--- config.mk ---
export PLATFORM = sky130hd
export DESIGN_NAME = bytelog_wr_mgr
export DESIGN_NICKNAME = d
export VERILOG_FILES = /design/src/rtl/bytelog_pkg.sv /design/src/rtl/bytelog_addr_step.sv /design/src/rtl/bytelog_meta_fmt.sv /design/src/rtl/bytelog_wr_mgr.sv
export SDC_FILE = /design/constraint.sdc
export NUM_CORES = 1
export LEC_CHECK = 0
export ABC_AREA = 1
export ABC_CLOCK_PERIOD_IN_PS = 4500
export BUFFER_PORTS_ARGS = -buffer_cell sky130_fd_sc_hd__buf_2
export CAP_MARGIN = 20
export CORE_MARGIN = 10
export CORE_UTILIZATION = 30
export CTS_BUF_LIST = sky130_fd_sc_hd__clkbuf_4 sky130_fd_sc_hd__clkbuf_8
export DETAILED_ROUTE_END_ITERATION = 10
export GPL_ROUTABILITY_DRIVEN = 1
export PLACE_DENSITY_LB_ADDON = 0.12
export SLEW_MARGIN = 20
export SYNTH_ARGS = -nofsm -noshare
export SYNTH_HDL_FRONTEND = slang
export SYNTH_SLANG_ARGS = --single-unit
--- constraint.sdc ---
create_clock -name clk -period 4.5 [get_ports clk]
set_clock_uncertainty 0.05 [all_clocks]
set_input_delay 0.675 -clock clk [delete_from_list [all_inputs] [get_ports clk]]
set_output_delay 0.675 -clock clk [all_outputs]
set_load 0.03 [all_outputs]
--- src/rtl/bytelog_pkg.sv ---
package bytelog_pkg;
  localparam int unsigned FIELD_BYTES = 3;
  localparam int unsigned META_BYTES  = 3 * FIELD_BYTES;
  localparam int unsigned WPTR_OFS    = FIELD_BYTES;

  typedef enum logic [2:0] {
    ST_IDLE,
    ST_MRD_REQ,
    ST_MRD_WAIT,
    ST_RUN,
    ST_DWR_WAIT,
    ST_MWR_REQ,
    ST_MWR_WAIT
  } lg_state_e;
endpackage

--- src/rtl/bytelog_addr_step.sv ---
module bytelog_addr_step #(
  parameter int unsigned ADDR_W = 17,
  parameter int unsigned PAGE_W = 8
) (
  input  logic [ADDR_W-1:0] cur_i,
  output logic [ADDR_W-1:0] nxt_o
);
  localparam logic [ADDR_W-1:0] RES_BASE  = {{(ADDR_W-PAGE_W){1'b1}}, {PAGE_W{1'b0}}};
  localparam logic [ADDR_W-1:0] LAST_DATA = RES_BASE - 1'b1;

  // Stepping past the final data byte hops over the reserved page to 0.
  always_comb begin
    if (cur_i == LAST_DATA) nxt_o = '0;
    else                    nxt_o = cur_i + 1'b1;
  end
endmodule

--- src/rtl/bytelog_meta_fmt.sv ---
module bytelog_meta_fmt
  import bytelog_pkg::*;
#(
  parameter int unsigned ADDR_W = 17
) (
  input  logic [ADDR_W-1:0]          rd_ptr_i,
  input  logic [ADDR_W-1:0]          wr_ptr_i,
  input  logic [8*FIELD_BYTES-1:0]   cnt_i,
  input  logic [3:0]                 idx_i,
  output logic [7:0]                 byte_o
);
  localparam int unsigned FLD_W = 8 * FIELD_BYTES;
  localparam int unsigned REC_W = 8 * META_BYTES;

  logic [REC_W-1:0] rec;
  logic [7:0]       rec_bytes [META_BYTES];

  assign rec = {{(FLD_W-ADDR_W){1'b0}}, rd_ptr_i,
                {(FLD_W-ADDR_W){1'b0}}, wr_ptr_i,
                cnt_i};

  for (genvar g = 0; g < META_BYTES; g++) begin : g_slice
    assign rec_bytes[g] = rec[REC_W-1-8*g -: 8];
  end

  always_comb begin
    byte_o = '0;
    for (int k = 0; k < META_BYTES; k++) begin
      if (idx_i == 4'(k)) byte_o = rec_bytes[k];
    end
  end
endmodule

--- src/rtl/bytelog_wr_mgr.sv ---
module bytelog_wr_mgr
  import bytelog_pkg::*;
#(
  parameter int unsigned ADDR_W = 17,
  parameter int unsigned PAGE_W = 8
) (
  input  logic              clk,
  input  logic              rst_n,
  input  logic              start_i,
  input  logic              stop_i,
  input  logic              in_valid,
  input  logic [7:0]        in_data,
  output logic              in_ready,
  output logic              mem_req_valid,
  input  logic              mem_req_ready,
  output logic              mem_req_we,
  output logic [ADDR_W-1:0] mem_req_addr,
  output logic [7:0]        mem_req_wdata,
  input  logic              mem_rsp_valid,
  input  logic [7:0]        mem_rsp_rdata,
  output logic              done_o
);
  localparam int unsigned FLD_W = 8 * FIELD_BYTES;
  localparam logic [ADDR_W-1:0] RES_BASE = {{(ADDR_W-PAGE_W){1'b1}}, {PAGE_W{1'b0}}};
  localparam logic [3:0] RD_LAST   = 4'(FIELD_BYTES - 1);
  localparam logic [3:0] META_LAST = 4'(META_BYTES - 1);

  lg_state_e         state_q, state_n;
  logic [3:0]        idx_q, idx_n;
  logic [FLD_W-9:0]  sw_q, sw_n;
  logic [ADDR_W-1:0] rd_ptr_q, rd_ptr_n;
  logic [ADDR_W-1:0] wr_ptr_q, wr_ptr_n;
  logic [FLD_W-1:0]  cnt_q, cnt_n;
  logic              pend_q, pend_n;
  logic              done_q, done_n;

  logic [ADDR_W-1:0] wr_ptr_step;
  logic [7:0]        meta_byte;
  logic [FLD_W-1:0]  stored_wp;
  logic              stored_bad;
  logic              req_fire;

  bytelog_addr_step #(.ADDR_W(ADDR_W), .PAGE_W(PAGE_W)) u_step (
    .cur_i (wr_ptr_q),
    .nxt_o (wr_ptr_step)
  );

  bytelog_meta_fmt #(.ADDR_W(ADDR_W)) u_fmt (
    .rd_ptr_i (rd_ptr_q),
    .wr_ptr_i (wr_ptr_q),
    .cnt_i    (cnt_q),
    .idx_i    (idx_q),
    .byte_o   (meta_byte)
  );

  // Stored write position assembled from the two earlier bytes and this response.
  assign stored_wp  = {sw_q, mem_rsp_rdata};
  assign stored_bad = (stored_wp == {FLD_W{1'b1}}) ||
                      (stored_wp[FLD_W-1:ADDR_W] != '0) ||
                      (stored_wp[ADDR_W-1:0] >= RES_BASE);

  // Request port and input handshake.
  always_comb begin
    mem_req_valid = 1'b0;
    mem_req_we    = 1'b0;
    mem_req_addr  = '0;
    mem_req_wdata = '0;
    in_ready      = 1'b0;
    unique case (state_q)
      ST_MRD_REQ: begin
        mem_req_valid = 1'b1;
        mem_req_addr  = RES_BASE + ADDR_W'(WPTR_OFS) + ADDR_W'(idx_q);
      end
      ST_RUN: begin
        mem_req_valid = in_valid && !stop_i;
        mem_req_we    = 1'b1;
        mem_req_addr  = wr_ptr_q;
        mem_req_wdata = in_data;
        in_ready      = mem_req_ready && !stop_i;
      end
      ST_MWR_REQ: begin
        mem_req_valid = 1'b1;
        mem_req_we    = 1'b1;
        mem_req_addr  = RES_BASE + ADDR_W'(idx_q);
        mem_req_wdata = meta_byte;
      end
      default: ;
    endcase
  end

  assign req_fire = mem_req_valid && mem_req_ready;

  // Next-state logic.
  always_comb begin
    state_n  = state_q;
    idx_n    = idx_q;
    sw_n     = sw_q;
    rd_ptr_n = rd_ptr_q;
    wr_ptr_n = wr_ptr_q;
    cnt_n    = cnt_q;
    pend_n   = pend_q;
    done_n   = 1'b0;
    unique case (state_q)
      ST_IDLE: begin
        if (start_i) begin
          state_n = ST_MRD_REQ;
          idx_n   = '0;
        end
      end
      ST_MRD_REQ: begin
        if (req_fire) state_n = ST_MRD_WAIT;
      end
      ST_MRD_WAIT: begin
        if (mem_rsp_valid) begin
          sw_n = {sw_q[FLD_W-17:0], mem_rsp_rdata};
          if (idx_q == RD_LAST) begin
            rd_ptr_n = stored_bad ? '0 : stored_wp[ADDR_W-1:0];
            wr_ptr_n = stored_bad ? '0 : stored_wp[ADDR_W-1:0];
            cnt_n    = '0;
            pend_n   = 1'b0;
            state_n  = ST_RUN;
          end else begin
            idx_n   = idx_q + 1'b1;
            state_n = ST_MRD_REQ;
          end
        end
      end
      ST_RUN: begin
        if (stop_i) begin
          idx_n   = '0;
          state_n = ST_MWR_REQ;
        end else if (req_fire) begin
          wr_ptr_n = wr_ptr_step;
          cnt_n    = cnt_q + 1'b1;
          state_n  = ST_DWR_WAIT;
        end
      end
      ST_DWR_WAIT: begin
        if (stop_i) pend_n = 1'b1;
        if (mem_rsp_valid) begin
          if (pend_q || stop_i) begin
            pend_n  = 1'b0;
            idx_n   = '0;
            state_n = ST_MWR_REQ;
          end else begin
            state_n = ST_RUN;
          end
        end
      end
      ST_MWR_REQ: begin
        if (req_fire) state_n = ST_MWR_WAIT;
      end
      ST_MWR_WAIT: begin
        if (mem_rsp_valid) begin
          if (idx_q == META_LAST) begin
            done_n  = 1'b1;
            state_n = ST_IDLE;
          end else begin
            idx_n   = idx_q + 1'b1;
            state_n = ST_MWR_REQ;
          end
        end
      end
      default: state_n = ST_IDLE;
    endcase
  end

  // State registers.
  always_ff @(posedge clk or negedge rst_n) begin
    if (!rst_n) begin
      state_q  <= ST_IDLE;
      idx_q    <= '0;
      sw_q     <= '0;
      rd_ptr_q <= '0;
      wr_ptr_q <= '0;
      cnt_q    <= '0;
      pend_q   <= 1'b0;
      done_q   <= 1'b0;
    end else begin
      state_q  <= state_n;
      idx_q    <= idx_n;
      sw_q     <= sw_n;
      rd_ptr_q <= rd_ptr_n;
      wr_ptr_q <= wr_ptr_n;
      cnt_q    <= cnt_n;
      pend_q   <= pend_n;
      done_q   <= done_n;
    end
  end

  assign done_o = done_q;

  // Data writes never target the reserved page.
  assert_no_reserved_data_R6: assert property (@(posedge clk) disable iff (!rst_n)
    (mem_req_valid && mem_req_we && state_q == ST_RUN) |-> (mem_req_addr < RES_BASE));

  // Record writes stay inside the reserved page.
  assert_meta_in_page_R7: assert property (@(posedge clk) disable iff (!rst_n)
    (mem_req_valid && mem_req_we && state_q == ST_MWR_REQ) |-> (mem_req_addr >= RES_BASE));

  // One request at a time: an accepted request is followed by a quiet port.
  assert_one_outstanding_R9: assert property (@(posedge clk) disable iff (!rst_n)
    req_fire |=> !mem_req_valid);

  // No input accepted outside the logging phase.
  assert_ready_only_logging_R10: assert property (@(posedge clk) disable iff (!rst_n)
    (state_q != ST_RUN) |-> !in_ready);

  // Done is a single-cycle pulse.
  assert_done_pulse_R10: assert property (@(posedge clk) disable iff (!rst_n)
    done_o |=> !done_o);

  // Write position always stays in the data area.
  assert_wptr_range_R8: assert property (@(posedge clk) disable iff (!rst_n)
    (state_q == ST_RUN) |-> (wr_ptr_q < RES_BASE));
endmodule

## Yosys cells after proc, flatten, opt, wreduce, memory -nomap -nowiden

Index checks and enable logic that the tools add are counted.

| storage, ports and cells | value |
|---|---|
| flip-flop bits (word level) | 83 |
| input port bits | 23 |
| word-level logic and storage cells | 121 |

| cells by class | value |
|---|---|
| $add $sub $neg | 5 |
| magnitude comparators | 1 |
| eq/ne operators | 30 |
| multiplexer cells | 56 |
| reductions and logical operators | 21 |

Operators with widths:

| cell | count |
|---|---|
| 17-bit 2-to-1 mux | 6 |
| 24-bit 2-to-1 mux | 4 |
| 8-bit 2-to-1 mux | 8 |
| 17-bit case mux with 3 select lines | 1 |
| 24-bit case mux with 2 select lines | 1 |
| 17-bit case mux with 2 select lines | 1 |
| 4-bit 2-to-1 mux | 8 |
| 3-bit 2-to-1 mux | 10 |
| 2-bit inequality test, second input constant | 13 |
| 24-bit by 1-bit adder with 24-bit output, second input constant | 1 |
| 24-bit equality test, second input constant | 1 |
| 3-bit case mux with 7 select lines | 1 |
| 9-bit by 5-bit adder with 10-bit output, first input constant | 2 |
| 4-bit case mux with 5 select lines | 1 |
| 17-bit by 1-bit adder with 17-bit output, second input constant | 1 |
| 17-bit equality test, second input constant | 1 |
| 17-bit >= comparator, second input constant | 1 |
| 4-bit by 3-bit equality test with 1-bit output, second input constant | 4 |
| 8-bit case mux with 2 select lines | 1 |
| 1-bit 2-to-1 mux | 11 |
| 3-bit equality test, second input constant | 3 |
| 9-bit AND reduction | 1 |
| 4-bit by 2-bit equality test with 1-bit output, second input constant | 2 |
| 7-bit AND reduction | 1 |
| 20 further kinds | 29 |

## Logic depth before layout (Yosys ltp)

| depth | value |
|---|---|
| depth after elaboration | 11 |
| mapped depth | 15 |

## Cells and area by module

A second synthesis with hierarchy kept.

| unflattened totals | value |
|---|---|
| cell total of the unflattened synthesis | 916 |
| area total of the unflattened synthesis | 6043.3 µm² |

By module, submodules not included:

| module | times used | cells an instance | area each (µm²) | sequential area each (µm²) |
|---|---|---|---|---|
| bytelog_wr_mgr | 1 | 681 | 4966.0 | 2077.0 |
| bytelog_addr_step | 1 | 122 | 541.8 | 0.0 |
| bytelog_meta_fmt | 1 | 113 | 535.5 | 0.0 |

## Worst setup path after synthesis

Ideal clock, no wire load.

| path | value |
|---|---|
| kind | reg-to-output |
| start point | register idx_q[0] |
| end point | output mem_req_wdata[0] |
| data arrival time | 1.839 ns |
| path slack | 1.936 ns |
| cell stages (with the launch flop) | 15 |
| path buffers | 1 |
| cells stage by stage | dfrtp_1 > inv_1 > ha_1 > inv_1 > clkbuf_1 > nor2_1 > nor2_1 > nand3_1 > nand3_1 > nand2_1 > nand2_1 > nand2_1 > nand2_1 > nand2_1 > nand2_1 |

| between the ends | value |
|---|---|
| longest elaborated chain between the ends | 11 |
| elaborated cells on any way between the ends | 19 |
| those cells by class | eq/ne (8); mux (10); reduce/logical (1) |

RTL lines:

| what | RTL line | text |
|---|---|---|
| start, declared | bytelog_wr_mgr.sv:29 | `logic [3:0] idx_q, idx_n;` |
| start signal, assigned | bytelog_wr_mgr.sv:181 | `idx_q <= idx_n;` |
| 4-bit zero test | bytelog_meta_fmt.sv:29 | `if (idx_i == 4'(k)) byte_o = rec_bytes[k];` |
| 1-bit 2-to-1 mux | bytelog_meta_fmt.sv:29 |  |
| 8-bit 2-to-1 mux (7 in series) | bytelog_meta_fmt.sv:29 |  |
| 8-bit 2-to-1 mux * | bytelog_meta_fmt.sv:29 |  |
| 8-bit case mux with 2 select lines * | bytelog_wr_mgr.sv:69 | `unique case (state_q)` |
| end, declared | bytelog_wr_mgr.sv:18 | `output logic [7:0] mem_req_wdata,` |

Mark *: on every way between the ends. The rest lies on a longest branch, timed or not.

## Final worst setup path

| path | value |
|---|---|
| start point | register idx_q[1] |
| end point | output mem_req_wdata[2] |

| between the ends | value |
|---|---|
| longest elaborated chain between the ends | 10 |
| elaborated cells on any way between the ends | 17 |
| those cells by class | eq/ne (8); mux (9) |

RTL lines:

| what | RTL line |
|---|---|
| 4-bit by 1-bit equality test with 1-bit output | bytelog_meta_fmt.sv:29 |
| 8-bit 2-to-1 mux (7 in series) | bytelog_meta_fmt.sv:29 |
| 8-bit 2-to-1 mux * | bytelog_meta_fmt.sv:29 |
| 8-bit case mux with 2 select lines * | bytelog_wr_mgr.sv:69 |

Marks and branches as above.

==> flow_summary.json <==
{
  "drc": 0,
  "yosysWarnings": 0,
  "multi_input_comb_area_sq_um": 2910,
  "hold_path.class": "in -> async",
  "numCtsBuffers": 9,
  "critPathMostFrequentCell": "nand2_1",
  "crit_slowest_cell": "dfrtp_1",
  "place.gp.congestion": 0.885,
  "grt_usage_pct": 15.5,
  "synth_largest_area_cell": "dfrtp_1",
  "n_fill_cell": 2004,
  "grt_start_max_net_pins": 64,
  "initial_utilization_pct": 30.8,
  "seq_area_frac_synth_pct": 37.3,
  "register_area_sq_um": 2080,
  "clk_pin_slew_ns": 0.10,
  "worstPathRequired_ns": 3.77,
  "dr.pass1.iters": 5,
  "placed_area_sq_um": 6000,
  "cp_max_fo": 10,
  "post_drt_wl_per_cell_microns": 16.9,
  "io_pins": 52,
  "slew_violations": 0,
  "synth_fp_nets": 852,
  "ys_top_cells_by_area": "dfrtp_1 37%, nand2_1 18%, inv_1 7.3%",
  "maxSlewHeadroom_pct": 38.8,
  "status": "completed",
  "synth_top_area_share_pct": 37.3,
  "irDropWorstVdd_uv": 231,
  "hold_violations": 0,
  "fmax_mhz": 292,
  "rsz0062_at_grt": "false",
  "final-setup-viol-count": 0,
  "async_flop_share_pct": 100,
  "portBuffers": 51,
  "synth.avg_cell_area_sq_um": 6.77,
  "fin_tns_setup_ns": 0,
  "synth_cell_type_count": 37,
  "cts-htree-levels": 3,
  "dp.final_hpwl_microns": 14100,
  "tritoncts": "built",
  "cts_resized": 0,
  "root_buffer": "clkbuf_8",
  "crit_type": "reg -> out",
  "critPathArrivalTime_ns": 2.69,
  "end_kind": "output pin",
  "tightest_slew_ns": 0.915,
  "cp_slowest_stage_delay_ns": 0.43,
  "synth-seq-cells": 83,
  "grt_first_pass_wirelength_microns": 29700,
  "yosysMostFrequentCell": "nand2_1",
  "rows": 49,
  "area_growth_syn_to_layout_pct": 11.1,
  "synthTopCellsByCount": "264 x nand2_1, 108 x inv_1, 83 x dfrtp_1",
  "cts_setup_buffers": 0,
  "dp_slack_ns": 1.50,
  "clock_latency_ns": 0.40,
  "startpoint_type": "register",
  "via_per_inst": 4.97,
  "core_region_area_sq_um": 18100,
  "design_area_sq_um": 6190,
  "die_h_microns": 156,
  "finalCriticalPeriod_ns": 3.42,
  "path_buf_inv": 3,
  "netlist_instances": 823,
  "netlist_area_sq_um": 5570,
  "ant_nets": 0,
  "via_count": 5449,
  "synth_enable_flop_cells": 0,
  "drive_above_1_share_pct": 11.6,
  "die_w_microns": 156,
  "cpLargestDelayFamily": "simple AND/OR/NAND/NOR gates",
  "hold_buffers": 0,
  "ys.flop_type": "dfrtp_1",
  "nNetsFinal": 892,
  "clk_path_buf_depth": 2,
  "die_area_sq_um": 24400,
  "cts_sinks": 83,
  "wl_microns": 18600,
  "power_density_nw_per_um2": 540,
  "min_period_over_period_pct": 76.0,
  "grt-ovfl-total": 0,
  "p_leak_nw": 3.09,
  "cap_violations": 0,
  "setup_slack_ns": 1.08,
  "diodes": 0,
  "drt_iter0_drc": 463,
  "grt_pass1_vias": 5149,
  "path_cells": "inv_1, ha_1, nand3_1, inv_1, a21oi_1, nand2_1, nand2_1, nand2_1, nand2_1, nand2_1, nand2_1, buf_2",
  "antenna_found_initial": 0
}
[state kept, by name, indices dropped and copies added, names as in the netlist]
signal,count
cnt_q,24
done_o,1
idx_q,4
pend_q,1
rd_ptr_q,17
state_q,3
sw_q,16
wr_ptr_q,17
[final cells by class]
cell class,count,share of cell area [%]
multi-input combinational,599,47.0
clock buffer,10,2.22
sequential,83,33.6
tap,229,4.63
timing repair buffer,56,4.77
inverter,114,6.99
clock inverter,6,0.849
[worst register-to-register path, cell delays in order, from the launching register on]
cell	delay (ns)
dfrtp_1	0.42
inv_1	0.18
ha_1	0.18
inv_1	0.22
nor2_8	0.26
nand3_4	0.12
nor2_4	0.29
inv_2	0.27
nor3_1	0.53
a21oi_1	0.09
nand2_1	0.08
[final timing paths]
| kind | cells past startpoint | slack [ns] | start | end |
|---|---|---|---|---|
| min | 1 | 0.35 | rst_n | wr_ptr_q[5]$_DFFE_PN0P_ |
| max in group asynchronous | 2 | 3.23 | rst_n | idx_q[1]$_DFFE_PN0P_ |
| max | 12 | 1.08 | idx_q[1]$_DFFE_PN0P_ | mem_req_wdata[2] |
| min reg2reg | 1 | 0.44 | rd_ptr_q[10]$_DFFE_PN0P_ | rd_ptr_q[10]$_DFFE_PN0P_ |
| min in group clk | 1 | 0.44 | rd_ptr_q[10]$_DFFE_PN0P_ | rd_ptr_q[10]$_DFFE_PN0P_ |
| max reg2reg | 10 | 1.74 | idx_q[0]$_DFFE_PN0P_ | wr_ptr_q[11]$_DFFE_PN0P_ |
[power by group]
group          internal (mW)  switching, mW
combinational          0.442           1.12
clock                  0.226          0.338
sequential             0.985          0.228
total                   1.65           1.69
[cells in the final DEF, fill, tap and decap left out, types with 3 or more instances in the layout]
master | Yosys | final
nand3_1 | 66 | 66
inv_2 | 4 | 4
inv_6 | 0 | 4
nor2_4 | 3 | 3
nor3_1 | 22 | 22
inv_1 | 108 | 108
clkbuf_8 | 0 | 10
buf_4 | 0 | 6
a21o_1 | 6 | 6
ha_1 | 6 | 6
nand4_1 | 39 | 39
nor3_2 | 3 | 3
o21ai_1 | 20 | 20
o31ai_1 | 4 | 4
nor2_1 | 47 | 47
xor2_1 | 5 | 5
dfrtp_1 | 83 | 83
buf_2 | 11 | 50
o221ai_1 | 4 | 4
o21ai_0 | 59 | 59
a21oi_1 | 26 | 26
nor2_2 | 3 | 3
nand2_1 | 264 | 264
nand2_2 | 3 | 3
o211ai_1 | 4 | 4
[cells by family (layout without fill, tap and decap cells)]
logic type / after synthesis / in the layout / share of synthesized area, %
buffers and inverters: 141 / 186 / 10.5
AOI/OAI and AO/OA: 127 / 127 / 12.6
adders and majority gates: 6 / 6 / 1.35
and+or+nand+nor: 458 / 458 / 36.9
DFF: 83 / 83 / 37.3
muxes: 2 / 2 / 0.404
xor gates and xnor gates: 6 / 6 / 0.943
[routing by layer]
layer	track usage (%)	share of wire, %
met1	22.6	52
met2	22.4	42
met3	3.10	4.5
met4	5.17	1.9
met5	0	0
[stage by stage]
step	utilization [%]	std cells	power (mW)	hold slack [ns]
finish	34.2	1097	3.34	0.345
global route	34.2	1097	3.63	0.418
CTS	34.2	1097	3.38	0.379
detailed placement	33.2	1081	2.81	0.419
global placement	33.2	1081	2.83	0.418
floorplan	-	823	2.30	0.329
(Power assumes the default switching activity.)
